**config.mk**
```make
export PLATFORM = sky130hd
export DESIGN_NAME = wdg_window_supervisor
export DESIGN_NICKNAME = d
export VERILOG_FILES = /design/src/rtl/wdg_pkg.sv /design/src/rtl/wdg_deglitch.sv /design/src/rtl/wdg_sequencer.sv /design/src/rtl/wdg_window_supervisor.sv
export SDC_FILE = /design/constraint.sdc
export NUM_CORES = 1
export LEC_CHECK = 0
export BUFFER_PORTS_ARGS = -buffer_cell sky130_fd_sc_hd__buf_2
export CAP_MARGIN = 30
export CORE_ASPECT_RATIO = 0.8
export CORE_UTILIZATION = 55
export CTS_BUF_LIST = sky130_fd_sc_hd__clkbuf_2 sky130_fd_sc_hd__clkbuf_4 sky130_fd_sc_hd__clkbuf_8
export CTS_CLUSTER_DIAMETER = 50
export DETAILED_ROUTE_END_ITERATION = 12
export GPL_TIMING_DRIVEN = 0
export PLACE_DENSITY = 0.75
export SYNTH_ARGS = -nofsm -noshare
export SYNTH_HDL_FRONTEND = slang
export SYNTH_HIERARCHICAL = 1
export SYNTH_SLANG_ARGS = --single-unit
```
**constraint.sdc**
```tcl
create_clock -name clk -period 3.1 [get_ports clk]
set_clock_uncertainty 0.1 [all_clocks]
set_input_delay 0.155 -clock clk [delete_from_list [all_inputs] [get_ports clk]]
set_output_delay 0.155 -clock clk [all_outputs]
set_load 0.1 [all_outputs]
```
**src/rtl/wdg_pkg.sv**
```systemverilog
package wdg_pkg;

  typedef enum logic [1:0] {
    ST_SUSP  = 2'd0,
    ST_FIRST = 2'd1,
    ST_WIN   = 2'd2,
    ST_HOLD  = 2'd3
  } wdg_state_e;

  typedef enum logic [2:0] {
    FC_NONE  = 3'd0,
    FC_FIRST = 3'd1,
    FC_EARLY = 3'd2,
    FC_LATE  = 3'd3,
    FC_STUCK = 3'd4
  } wdg_fault_e;

endpackage

```
**src/rtl/wdg_deglitch.sv**
```systemverilog
module wdg_deglitch #(
  parameter int DEB_TICKS = 3
) (
  input  logic clk,
  input  logic rst_n,
  input  logic tick,
  input  logic raw,
  output logic lvl,
  output logic rise
);
  localparam int CW = $clog2(DEB_TICKS + 1);

  logic [CW-1:0] cnt;

  always_ff @(posedge clk or negedge rst_n) begin
    if (!rst_n) begin
      lvl  <= 1'b0;
      cnt  <= '0;
      rise <= 1'b0;
    end else begin
      rise <= 1'b0;
      if (raw == lvl) begin
        cnt <= '0;
      end else if (tick) begin
        if (cnt == CW'(DEB_TICKS - 1)) begin
          lvl  <= raw;
          cnt  <= '0;
          rise <= raw;
        end else begin
          cnt <= cnt + 1'b1;
        end
      end
    end
  end

  assert_filter_follows_raw_R7: assert property (@(posedge clk) disable iff (!rst_n)
    !$stable(lvl) |-> (lvl == $past(raw)));

  assert_rise_is_high_R7: assert property (@(posedge clk) disable iff (!rst_n)
    rise |-> lvl);

endmodule

```
**src/rtl/wdg_sequencer.sv**
```systemverilog
module wdg_sequencer
  import wdg_pkg::*;
#(
  parameter int FIRST_TICKS  = 30,
  parameter int OPEN_TICKS   = 2000,
  parameter int CLOSED_TICKS = 500,
  parameter int HOLD_TICKS   = 503
) (
  input  logic       clk,
  input  logic       rst_n,
  input  logic       tick,
  input  logic       lvl,
  input  logic       rise,
  input  logic       ext_hold,
  input  logic       dbg,
  output logic       fault_p,
  output wdg_fault_e fault_code,
  output logic       in_hold
);
  localparam int MAX_A = (FIRST_TICKS > OPEN_TICKS) ? FIRST_TICKS : OPEN_TICKS;
  localparam int MAX_T = (MAX_A > HOLD_TICKS) ? MAX_A : HOLD_TICKS;
  localparam int TW    = $clog2(MAX_T + 1);

  wdg_state_e  st;
  logic [TW-1:0] tcnt;
  logic        low_seen;
  logic        suspend;

  assign suspend = ext_hold | dbg;
  assign in_hold = (st == ST_HOLD);

  always_ff @(posedge clk or negedge rst_n) begin
    if (!rst_n) begin
      st         <= ST_SUSP;
      tcnt       <= '0;
      low_seen   <= 1'b0;
      fault_p    <= 1'b0;
      fault_code <= FC_NONE;
    end else begin
      fault_p <= 1'b0;
      if (suspend) begin
        st   <= ST_SUSP;
        tcnt <= '0;
      end else begin
        case (st)
          ST_SUSP: begin
            tcnt     <= '0;
            low_seen <= 1'b0;
            st       <= lvl ? ST_WIN : ST_FIRST;
          end
          ST_FIRST: begin
            if (rise) begin
              st       <= ST_WIN;
              tcnt     <= '0;
              low_seen <= 1'b0;
            end else if (tick) begin
              if (tcnt == TW'(FIRST_TICKS - 1)) begin
                st         <= ST_HOLD;
                tcnt       <= '0;
                fault_p    <= 1'b1;
                fault_code <= FC_FIRST;
              end else begin
                tcnt <= tcnt + 1'b1;
              end
            end
          end
          ST_WIN: begin
            if (!lvl) low_seen <= 1'b1;
            if (rise) begin
              if (tcnt < TW'(CLOSED_TICKS)) begin
                st         <= ST_HOLD;
                tcnt       <= '0;
                fault_p    <= 1'b1;
                fault_code <= FC_EARLY;
              end else begin
                tcnt     <= '0;
                low_seen <= 1'b0;
              end
            end else if (tick) begin
              if (tcnt == TW'(OPEN_TICKS - 1)) begin
                st         <= ST_HOLD;
                tcnt       <= '0;
                fault_p    <= 1'b1;
                fault_code <= (low_seen || !lvl) ? FC_LATE : FC_STUCK;
              end else begin
                tcnt <= tcnt + 1'b1;
              end
            end
          end
          default: begin
            if (tick) begin
              if (tcnt == TW'(HOLD_TICKS - 1)) begin
                tcnt     <= '0;
                low_seen <= 1'b0;
                st       <= lvl ? ST_WIN : ST_FIRST;
              end else begin
                tcnt <= tcnt + 1'b1;
              end
            end
          end
        endcase
      end
    end
  end

  assert_fault_enters_hold_R8: assert property (@(posedge clk) disable iff (!rst_n)
    fault_p |-> (st == ST_HOLD));

  assert_hold_suspends_R9: assert property (@(posedge clk) disable iff (!rst_n)
    (ext_hold || dbg) |=> (st == ST_SUSP));

  assert_fault_has_class_R10: assert property (@(posedge clk) disable iff (!rst_n)
    fault_p |-> (fault_code != FC_NONE));

  assert_early_edge_faults_R2: assert property (@(posedge clk) disable iff (!rst_n)
    (rise && !suspend && st == ST_WIN && tcnt < TW'(CLOSED_TICKS)) |=>
      (fault_p && fault_code == FC_EARLY));

  assert_hold_leaves_low_R8: assert property (@(posedge clk) disable iff (!rst_n)
    (st == ST_HOLD && $past(st) != ST_HOLD) |-> (tcnt == '0));

endmodule

```
**src/rtl/wdg_window_supervisor.sv**
```systemverilog
module wdg_window_supervisor
  import wdg_pkg::*;
#(
  parameter int FIRST_TICKS       = 30,
  parameter int OPEN_TICKS        = 2000,
  parameter int RST_DELAY_TICKS   = 500,
  parameter int DEB_TICKS         = 3,
  parameter bit SHUTDOWN_ON_FAULT = 1'b0
) (
  input  logic       clk,
  input  logic       rst_n,
  input  logic       tick_en,
  input  logic       wdi,
  input  logic       ext_hold,
  input  logic       dbg_strap,
  output logic       host_rst_n,
  output logic       fault_pulse,
  output logic [2:0] fault_code,
  output logic       shut_req
);
  localparam int CLOSED_TICKS = OPEN_TICKS / 4;
  localparam int HOLD_TICKS   = RST_DELAY_TICKS + 3;

  logic       lvl;
  logic       rise;
  logic       fault_p;
  logic       in_hold;
  wdg_fault_e code;

  wdg_deglitch #(.DEB_TICKS(DEB_TICKS)) u_deglitch (
    .clk  (clk),
    .rst_n(rst_n),
    .tick (tick_en),
    .raw  (wdi),
    .lvl  (lvl),
    .rise (rise)
  );

  wdg_sequencer #(
    .FIRST_TICKS (FIRST_TICKS),
    .OPEN_TICKS  (OPEN_TICKS),
    .CLOSED_TICKS(CLOSED_TICKS),
    .HOLD_TICKS  (HOLD_TICKS)
  ) u_seq (
    .clk       (clk),
    .rst_n     (rst_n),
    .tick      (tick_en),
    .lvl       (lvl),
    .rise      (rise),
    .ext_hold  (ext_hold),
    .dbg       (dbg_strap),
    .fault_p   (fault_p),
    .fault_code(code),
    .in_hold   (in_hold)
  );

  assign host_rst_n  = !in_hold && !ext_hold;
  assign fault_pulse = fault_p;
  assign fault_code  = code;

  generate
    if (SHUTDOWN_ON_FAULT) begin : g_shut
      assign shut_req = fault_p;
    end else begin : g_noshut
      assign shut_req = 1'b0;
    end
  endgenerate

  assert_single_fault_pulse_R10: assert property (@(posedge clk) disable iff (!rst_n)
    fault_pulse |=> !fault_pulse);

  assert_fault_drops_reset_R8: assert property (@(posedge clk) disable iff (!rst_n)
    fault_pulse |-> !host_rst_n);

endmodule

```
Word level (Yosys, flattened, before mapping):

Index checks and enable logic that the tools add are counted.

* add/sub/neg operators: 2
* $lt $le $gt $ge: 1
* equality and inequality tests: 20
* multiplexer cells: 53
* bitwise operators: 3
* reductions and logical operators: 17

Operator list (count)
* 2-to-1 mux 11 bit: 9
* case mux 11 bit (3 select lines): 1
* 2-to-1 mux 2 bit: 14
* 2-to-1 mux 3 bit: 8
* 2-to-1 mux 1 bit: 17
* inequality test 4 x 2 -> 1 bit, second input constant: 3
* adder 11 x 1 -> 11 bit, second input constant: 1
* == test 11 bit, second input constant: 1
* == test 11 x 5 -> 1 bit, second input constant: 1
* == test 11 x 9 -> 1 bit, second input constant: 1
* < comparator 11 x 9 -> 1 bit, second input constant: 1
* nonzero test 5 bit: 2
* inequality test 4 x 3 -> 1 bit, second input constant: 2
* AND reduction 8 bit: 1
* nonzero test 4 bit: 2
* AND reduction 7 bit: 1
* == test 2 bit, second input constant: 3
* inequality test 2 bit, second input constant: 3
* inequality test 3 x 2 -> 1 bit, second input constant: 2
* case mux 2 bit (3 select lines): 1
* case mux 3 bit (2 select lines): 1
* AND reduction 3 bit: 2
* AND reduction 4 bit: 1
* nonzero test 2 bit: 2
* other kinds (13): 16

* flip-flop bits (word level): 22
* input port bits: 6
* output and inout port bits: 6
* logic and storage cells: 104

Logic depth before layout (Yosys ltp):

Gate-level depths: netlist of the first run.

* word-level depth: 7
* mapped depth: 9
* gate-level depth less buffers: 7

Cells and area by module:

The synthesis of the first run kept the hierarchy.

Modules (own cells, without submodules)
* wdg_sequencer: times used 1, cells each 154, area an instance 1346.3 um2, sequential area each 450.4 um2
* wdg_deglitch: times used 1, cells each 14, area an instance 173.9 um2, sequential area each 100.1 um2
* wdg_window_supervisor: times used 1, cells each 3, area an instance 15.0 um2, sequential area each 0.0 um2

Least setup slack after synthesis of the first run:

Ideal clock, no wire load.

* path kind: register to register
* start point: register u_seq.st[0]
* end point: register u_seq.tcnt[5]
* data arrival time: 1.978 ns
* data required time: 2.880 ns
* slack: 0.902 ns
* cell stages (with the launch flop): 8
* cells stage by stage: dfrtp_1 inv_1 ha_1 or2_2 a2111oi_2 nor2_1 xnor2_1 nor2_1

* cells in the longest elaborated chain, start to end: 3
* elaborated cells between the ends (all ways): 9
* classes of those cells: 4 x eq/ne; 2 x mux; 3 x reduce/logical

RTL lines
* start: declaration: RTL line wdg_sequencer.sv:24 `wdg_state_e st;`
* start signal: assignment: RTL line wdg_sequencer.sv:49 `st <= lvl ? ST_WIN : ST_FIRST;`
* start signal: assignment: RTL line wdg_sequencer.sv:95 `st <= lvl ? ST_WIN : ST_FIRST;`
* == test 2 bit, or another cell as far along: RTL line wdg_sequencer.sv:45 `case (st)`
* inequality test 4 x 3 -> 1 bit (no source line), or another cell as far along
* AND reduction 3 bit (no source line) / 2-to-1 mux 11 bit (equally long branches)
* end signal: assignment: RTL line wdg_sequencer.sv:63 `tcnt <= tcnt + 1'b1;`
* end signal: assignment: RTL line wdg_sequencer.sv:86 `tcnt <= tcnt + 1'b1;`
* end signal: assignment: RTL line wdg_sequencer.sv:97 `tcnt <= tcnt + 1'b1;`
* end: declaration: RTL line wdg_sequencer.sv:25 `logic [TW-1:0] tcnt;`

Several ways; a longest one is shown, not always the timed one.
A chain may end at the register's enable or synchronous reset.

Final worst setup path of the first run:

Ends and elaborated chain as after synthesis.

==> load_flow_metrics.sql, run 1 <==
INSERT INTO impl_metrics (metric_group, metric, value, unit) VALUES
('synthesis', 'netlist_area', '0.001535', 'mm²'),
('route', 'final_ant_viol_nets', '0', ''),
('die', 'die_width', '61.07', 'µm'),
('placed_design', 'globalplace.congestion', '0.9479', ''),
('worst_hold_path', 'holdCritPathClass', 'primary input to register', ''),
('global_routing', 'number_of_global_route_vias_before_repair', '1285', ''),
('global_routing', 'sum_of_overflow_across_all_layers_after_global_routing', '0', ''),
('worst_setup_path', 'crit_type', 'register to register', ''),
('synthesis', 'synth.largest_area_cell', 'sky130_fd_sc_hd__dfrtp_1', ''),
('route', 'avgViaCountPerCell', '6.072', ''),
('power_and_ir_drop', 'total_chip_power', '1075', 'µW'),
('die', 'placeableCoreArea', '0.002542', 'mm²'),
('sta', 'setup_viol', '0', ''),
('sta', 'final_period_demand_of_the_worst_path', '2.533', 'ns'),
('global_routing', 'initial_antenna_violation_count', '0', ''),
('sta', 'unrepaired_setup_endpoints_after_global_routing', 'no', ''),
('power_and_ir_drop', 'power.static_leakage', '0.0007379', 'µW'),
('worst_setup_path', 'critPathLaunchType', 'register', ''),
('synthesis', 'synth_ff_type', 'sky130_fd_sc_hd__dfrtp_1', ''),
('placed_design', 'placement.cell_area', '0.001630', 'mm²'),
('synthesis', 'post_synth_main_area_contributors', 'sky130_fd_sc_hd__dfrtp_1, sky130_fd_sc_hd__ha_1, sky130_fd_sc_hd__a21oi_1', ''),
('sta', 'tightestPinTransition', '0.8682', 'ns'),
('clock_tree', 'cts-buffers-inserted', '3', ''),
('synthesis', 'number_of_nets_in_the_synthesized_netlist', '184', ''),
('synthesis', 'syn-mean-instance-area', '8.978', 'µm²'),
('sta', 'totalNegativeSetupSlack', '0', 'ns'),
('worst_setup_path', 'worst_setup_path_end_kind', 'register', ''),
('clock_tree', 'clock_tree.buffer_depth', '2', ''),
('route', 'drc', '0', ''),
('route', 'wl', '3.407', 'mm'),
('clock_tree', 'insertion_delay', '0.30', 'ns'),
('sta', 'number_of_endpoints_with_negative_hold_slack_in_the_final_report', '0', ''),
('worst_setup_path', 'critPathArrivalTime', '2.64', 'ns'),
('clock_tree', 'tritoncts', 'done', ''),
('sta', 'maxSlewViolCount', '0', ''),
('worst_setup_path', 'worst-path-max-fanout', '8', ''),
('clock_tree', 'clk_pin_slew', '0.12', 'ns'),
('synthesis', 'synthArstFlopShare', '100.0', '%'),
('cells_and_area', 'final_common_cell', 'sky130_fd_sc_hd__dfrtp_1', ''),
('synthesis', 'ys_warn_count', '6', ''),
('route', 'via_count', '1354', ''),
('cells_and_area', 'design.final.nets', '201', ''),
('synthesis', 'synth.lib_cells_used.distinct', '53', ''),
('clock_tree', 'clk_root_buffer_cell', 'sky130_fd_sc_hd__clkbuf_4', ''),
('power_and_ir_drop', 'vdd_drop_max', '0.0004588', 'V'),
('sta', 'relSlewSlack', '42.01', '%'),
('worst_setup_path', 'crit_required', '3.20', 'ns'),
('placed_design', 'port-buffer-count', '10', ''),
('cells_and_area', 'fraction_of_layout_instances_using_a_drive_strength_above_1', '14.44', '%'),
('global_routing', 'groute.usage.overall', '26.29', '%'),
('die', 'core.rowCount', '16', ''),
('sta', 'period_share', '81.72', '%'),
('clock_tree', 'cts.htree.levels', '1', ''),
('clock_tree', 'clkSinkCount', '22', ''),
('cells_and_area', 'layout.cells.most_common_list', 'sky130_fd_sc_hd__dfrtp_1, sky130_fd_sc_hd__buf_2, sky130_fd_sc_hd__nor2_1', ''),
('global_routing', 'grt_max_degree', '23', ''),
('synthesis', 'syn-instance-count', '171', ''),
('synthesis', 'sequential_fraction_of_the_synthesis_area', '35.86', '%'),
('route', 'routedWlPerCell', '15.28', 'µm'),
('cells_and_area', 'antenna-diode-count', '0', ''),
('route', 'detailedRoute.firstPassIterationCount', '5', ''),
('placed_design', 'detailedPlacementHpwl', '2.573', 'mm'),
('power_and_ir_drop', 'power-per-cell-area', '637.4', 'mW/mm²'),
('cells_and_area', 'areaGrowthSynthToFinish', '9.862', '%'),
('global_routing', 'grt_pass1_wl', '5.989', 'mm'),
('die', 'fp.dieArea', '0.003008', 'mm²'),
('route', 'drtIter0Drc', '129', ''),
('die', 'floorplan.io_pins', '12', ''),
('die', 'floorplan.initialDensity', '60.38', '%'),
('clock_tree', 'cts_resizes', '0', ''),
('cells_and_area', 'fillerInstances', '243', ''),
('synthesis', 'ffs_latches_synth', '22', ''),
('synthesis', 'synth.top_cell.area_share', '35.86', '%'),
('flow_run', 'number_of_violations_of_the_max_capacitance_limit', '0', ''),
('die', 'chipHeight', '49.26', 'µm'),
('synthesis', 'synth-edff-count', '0', ''),
('outcome', 'status', 'finished, final reports clean', ''),
('sta', 'max_freq', '394.7', 'MHz'),
('cells_and_area', 'post-route-cell-area', '0.001687', 'mm²');
cell type report:
| class | instances | area [µm²] | area share (%) |
|---|---|---|---|
| Buffer | 8 | 53.80 | 3.190 |
| Clock buffer | 4 | 36.28 | 2.151 |
| Inverter | 12 | 45.04 | 2.671 |
| Multi-Input combinational cell | 129 | 885.9 | 52.52 |
| Sequential cell | 22 | 550.5 | 32.64 |
| Tap cell | 36 | 45.04 | 2.671 |
| Timing Repair Buffer | 12 | 70.07 | 4.154 |
routing by layer:
layer | track usage (%) | part of all wire (%)
met3 | 5.305 | 6.5
met5 | 0 | 0
met1 | 42.02 | 50
met4 | 4.924 | 0.91
met2 | 36.23 | 43
through the flow:
stage / util (%) / std cells / setup WS, ns / hold WS (ns)
finish: 66.34 / 223 / 0.5667 / 0.1003
detailed placement: 64.12 / 217 / 0.6186 / 0.05148
floorplan: - / 171 / 0.9016 / -0.2406
CTS: 66.34 / 223 / 0.5898 / 0.08359
global route: 66.34 / 223 / 0.3933 / 0.1125
global placement: 64.12 / 217 / 0.6283 / 0.03727
synthesized netlist by cell type, types with 2 or more instances:
library cell,count
sky130_fd_sc_hd__buf_6,2
sky130_fd_sc_hd__and4_1,3
sky130_fd_sc_hd__o21ai_0,5
sky130_fd_sc_hd__o311ai_0,2
sky130_fd_sc_hd__dfrtp_1,22
sky130_fd_sc_hd__nand3_1,8
sky130_fd_sc_hd__o31ai_1,2
sky130_fd_sc_hd__nand4_1,5
sky130_fd_sc_hd__and3_1,2
sky130_fd_sc_hd__o22ai_1,4
sky130_fd_sc_hd__or2_2,2
sky130_fd_sc_hd__buf_2,4
sky130_fd_sc_hd__nand2_1,12
sky130_fd_sc_hd__xnor2_1,2
sky130_fd_sc_hd__mux2i_1,3
sky130_fd_sc_hd__inv_1,12
sky130_fd_sc_hd__or3_1,3
sky130_fd_sc_hd__and4b_1,2
sky130_fd_sc_hd__nand3b_1,3
sky130_fd_sc_hd__o32ai_1,2
sky130_fd_sc_hd__nand2b_1,5
sky130_fd_sc_hd__ha_1,7
sky130_fd_sc_hd__a21oi_1,12
sky130_fd_sc_hd__nor3_1,3
sky130_fd_sc_hd__nor2_1,13
sky130_fd_sc_hd__a31oi_1,4
repair_timing:
item / 4_1_cts / 5_1_grt
buffers inserted: 0 / 0
hold endpoints to repair: 23 / 0
hold buffers: 2 / 0
cells by family (layout without fill, tap and decap cells):
kind of cell	Yosys count	count (layout)	share of synthesized area, %
and+or+nand+nor	71	71	28.04
DFF	22	22	35.86
adders and majority gates	7	7	5.705
other	1	1	0.2443
muxes	4	4	2.690
buffers and inverters	20	36	6.438
AOI/OAI and AO/OA	44	44	19.89
xor gates and xnor gates	2	2	1.141
worst paths after layout:
path	start	end	slack [ns]	cells past startpoint
max in group asynchronous	rst_n	u_deglitch/cnt[0]	2.32	2
setup reg to reg	u_seq/st[0]	u_seq/tcnt[5]	0.57	7
hold reg to reg	u_seq/low_seen	u_seq/low_seen	0.41	1
min in group asynchronous	rst_n	u_seq/tcnt[0]	0.24	2
setup / recovery	u_seq/st[0]	u_seq/tcnt[5]	0.57	7
hold / removal	dbg_strap	u_seq/fault_p	0.10	3
power breakdown:
part,internal [µW],leakage (µW),switching [µW]
Combinational,201,0.000417,344
Sequential,331,0.000300,44.0
Clock,71.7,0.0000210,84.3
Total,603,0.000738,472
sequential cells by signal (all words and copies together), names as in the netlist:
| register | count |
|---|---|
| u_deglitch/cnt | 2 |
| u_seq/tcnt | 11 |
| u_seq/st | 2 |
| u_deglitch/lvl | 1 |
| u_seq/fault_p | 1 |
| u_seq/fault_code | 3 |
| u_deglitch/rise | 1 |
| u_seq/low_seen | 1 |
critical path: stages (launching register included):
cell	delay (ns)
sky130_fd_sc_hd__dfrtp_1	0.41
sky130_fd_sc_hd__inv_1	0.08
sky130_fd_sc_hd__ha_1	0.34
sky130_fd_sc_hd__or2_2	0.34
sky130_fd_sc_hd__a2111oi_2	0.76
sky130_fd_sc_hd__nor2_1	0.15
sky130_fd_sc_hd__xnor2_1	0.18
sky130_fd_sc_hd__nor2_1	0.06
(Power assumes the default switching activity.)
==> run 2, diff against run 1 <==
==> constraint.sdc (replaced) <==
create_clock -name clk -period 2.5 [get_ports clk]
set_clock_uncertainty 0.1 [all_clocks]
set_input_delay 0.125 -clock clk [delete_from_list [all_inputs] [get_ports clk]]
set_output_delay 0.125 -clock clk [all_outputs]
set_load 0.1 [all_outputs]
==> load_flow_metrics.sql, run 2 (same netlist as run 1, synthesis figures left out) <==
INSERT INTO impl_metrics (metric_group, metric, value, unit) VALUES
('cells_and_area', 'post-route-cell-area', '0.001704', 'mm²'),
('worst_setup_path', 'setup.worst_path.end', 'u_seq/tcnt[7]', ''),
('sta', 'relSlewSlack', '63.74', '%'),
('clock_tree', 'tritoncts', 'done', ''),
('cells_and_area', 'design.final.nets', '201', ''),
('sta', 'final_period_demand_of_the_worst_path', '2.318', 'ns'),
('global_routing', 'groute.usage.overall', '26.40', '%'),
('route', 'final_ant_viol_nets', '0', ''),
('cells_and_area', 'final_common_cell', 'sky130_fd_sc_hd__dfrtp_1', ''),
('sta', 'unrepaired_setup_endpoints_after_global_routing', 'no', ''),
('flow_run', 'number_of_violations_of_the_max_capacitance_limit', '0', ''),
('cells_and_area', 'largest-register', 'u_seq/tcnt', ''),
('clock_tree', 'cts-buffers-inserted', '3', ''),
('worst_setup_path', 'worst-r2r-setup-slack', '0.18', 'ns'),
('worst_setup_path', 'worst-path-max-fanout', '7', ''),
('cells_and_area', 'areaGrowthSynthToFinish', '11.00', '%'),
('global_routing', 'sum_of_overflow_across_all_layers_after_global_routing', '0', ''),
('placed_design', 'detailedPlacementHpwl', '2.573', 'mm'),
('global_routing', 'initial_antenna_violation_count', '0', ''),
('global_routing', 'grt_pass1_wl', '6.003', 'mm'),
('route', 'avgViaCountPerCell', '6.215', ''),
('worst_setup_path', 'crit_required', '2.59', 'ns'),
('clock_tree', 'cts.htree.levels', '1', ''),
('sta', 'max_freq', '431.4', 'MHz'),
('die', 'fp.dieArea', '0.003008', 'mm²'),
('die', 'floorplan.initialDensity', '60.38', '%'),
('route', 'drc', '0', ''),
('route', 'detailedRoute.firstPassIterationCount', '4', ''),
('power_and_ir_drop', 'vdd_drop_max', '0.0005660', 'V'),
('global_routing', 'grt.busiest_layer', 'met1', ''),
('worst_setup_path', 'worst_setup_path_end_kind', 'register', ''),
('power_and_ir_drop', 'power.static_leakage', '0.0007390', 'µW'),
('cells_and_area', 'layout.cells.most_common_list', 'sky130_fd_sc_hd__dfrtp_1, sky130_fd_sc_hd__buf_2, sky130_fd_sc_hd__nor2_1', ''),
('route', 'wl', '3.416', 'mm'),
('sta', 'totalNegativeSetupSlack', '0', 'ns'),
('global_routing', 'grt.met3_usage', '5.570', '%'),
('clock_tree', 'clkSinkCount', '22', ''),
('outcome', 'status', 'finished, final reports clean', ''),
('sta', 'period_share', '92.73', '%'),
('worst_setup_path', 'critPathArrivalTime', '2.41', 'ns'),
('clock_tree', 'clock_tree.buffer_depth', '2', ''),
('cells_and_area', 'max_reg_flops', '11', ''),
('global_routing', 'grt_max_degree', '23', ''),
('clock_tree', 'post-cts-setup-buffer-count', '0', ''),
('cells_and_area', 'layout.cells.non_filler', '223', ''),
('die', 'die_width', '61.07', 'µm'),
('worst_hold_path', 'holdCritPathClass', 'primary input to register', ''),
('clock_tree', 'clk_pin_slew', '0.12', 'ns'),
('worst_setup_path', 'critical_path.reg2reg.startpoint', 'u_seq/st[0]', ''),
('cells_and_area', 'fillerInstances', '236', ''),
('global_routing', 'groute.layer.met1.usage', '42.02', '%'),
('worst_setup_path', 'critPathLaunchType', 'register', ''),
('power_and_ir_drop', 'power-per-cell-area', '789.7', 'mW/mm²'),
('sta', 'number_of_endpoints_with_negative_hold_slack_in_the_final_report', '0', ''),
('global_routing', 'number_of_global_route_vias_before_repair', '1290', ''),
('die', 'core.rowCount', '16', ''),
('placed_design', 'placement.cell_area', '0.001630', 'mm²'),
('sta', 'maxSlewViolCount', '0', ''),
('clock_tree', 'insertion_delay', '0.30', 'ns'),
('global_routing', 'global_route.usage.met2', '36.05', '%'),
('die', 'placeableCoreArea', '0.002542', 'mm²'),
('worst_setup_path', 'worstSetupStartpoint', 'u_seq/st[0]', ''),
('cells_and_area', 'antenna-diode-count', '0', ''),
('clock_tree', 'clk_root_buffer_cell', 'sky130_fd_sc_hd__clkbuf_4', ''),
('die', 'chipHeight', '49.26', 'µm'),
('worst_setup_path', 'timing.reg2reg.worst_path_depth', '7', ''),
('placed_design', 'globalplace.congestion', '0.9479', ''),
('worst_setup_path', 'crit_type', 'register to register', ''),
('sta', 'setup_viol', '0', ''),
('cells_and_area', 'top_regs', 'u_seq/tcnt x11, u_seq/fault_code x3', ''),
('sta', 'tightestPinTransition', '0.5389', 'ns'),
('route', 'drtIter0Drc', '148', ''),
('worst_setup_path', 'capturing_point_of_the_worst_reg2reg_path', 'u_seq/tcnt[7]', ''),
('placed_design', 'port-buffer-count', '10', ''),
('die', 'floorplan.io_pins', '12', ''),
('cells_and_area', 'fraction_of_layout_instances_using_a_drive_strength_above_1', '14.97', '%'),
('route', 'routedWlPerCell', '15.32', 'µm'),
('placed_design', 'number_of_placed_cells_counting_well_taps', '217', ''),
('route', 'via_count', '1386', '');
run 2: cell type report:
type,instances,area (µm²),area share (%)
inverter,12,45.04,2.643
multi-input combinational,129,903.4,53.01
timing repair buffer,12,70.07,4.112
buffer,8,53.80,3.157
sequential,22,550.5,32.31
clock buffer,4,36.28,2.129
tap,36,45.04,2.643
run 2: worst min-delay path by stage:
stage          startpoint           endpoint  slack [ns]  depth (start not counted)
6_report          tick_en  u_deglitch/cnt[1]        0.10                          3
2_1_floorplan       rst_n  u_deglitch/cnt[0]       -0.27                          0
5_1_grt           tick_en  u_deglitch/cnt[1]        0.10                          3
3_5_place_dp        rst_n      u_seq/tcnt[3]        0.02                          1
4_1_cts           tick_en  u_deglitch/cnt[1]        0.07                          3
3_3_place_gp        rst_n      u_seq/tcnt[3]       0.007                          1
run 2: what timing repair did:
item / in CTS / in global routing
cloned: 0 / 0
hold endpoints to repair: 24 / 0
hold buffers: 2 / 0
setup endpoints to repair: 1 / 7
resized for setup: 1 / 1
run 2: layer usage:
metal	part of all wire (%)	vias to the layer above	wire, µm
met5	0	-	0
met4	1.1	0	39
met3	5.5	6	188
met2	44	43	1502
met1	49	662	1686
li1	-	675	-
run 2: where the power goes:
group          leakage, µW  internal [µW]  total, µW  switching, µW
sequential        0.000300            410        465           54.7
combinational     0.000418            253        689            436
clock            0.0000210           88.8        192            103
run 2: critical path, cell delays in order (launching register included):
cell	delay (ns)
sky130_fd_sc_hd__dfrtp_1	0.41
sky130_fd_sc_hd__inv_1	0.08
sky130_fd_sc_hd__ha_1	0.34
sky130_fd_sc_hd__or2_2	0.36
sky130_fd_sc_hd__a21oi_1	0.43
sky130_fd_sc_hd__nor3_2	0.11
sky130_fd_sc_hd__nand2_1	0.25
sky130_fd_sc_hd__o22ai_1	0.13
run 2: stage by stage:
| stage | setup slack (ns) | hold slack [ns] | util [%] | total power, µW |
|---|---|---|---|---|
| 3_3_place_gp | 0.02832 | 0.007268 | 64.12 | 1109 |
| 3_5_place_dp | 0.01864 | 0.02148 | 64.12 | 1133 |
| 2_1_floorplan | 0.3016 | -0.2706 | - | 992.9 |
| 6_report | 0.1819 | 0.1023 | 67.03 | 1346 |
| 4_1_cts | 0.09613 | 0.07309 | 66.83 | 1348 |
| 5_1_grt | 0.008911 | 0.1031 | 67.03 | 1443 |
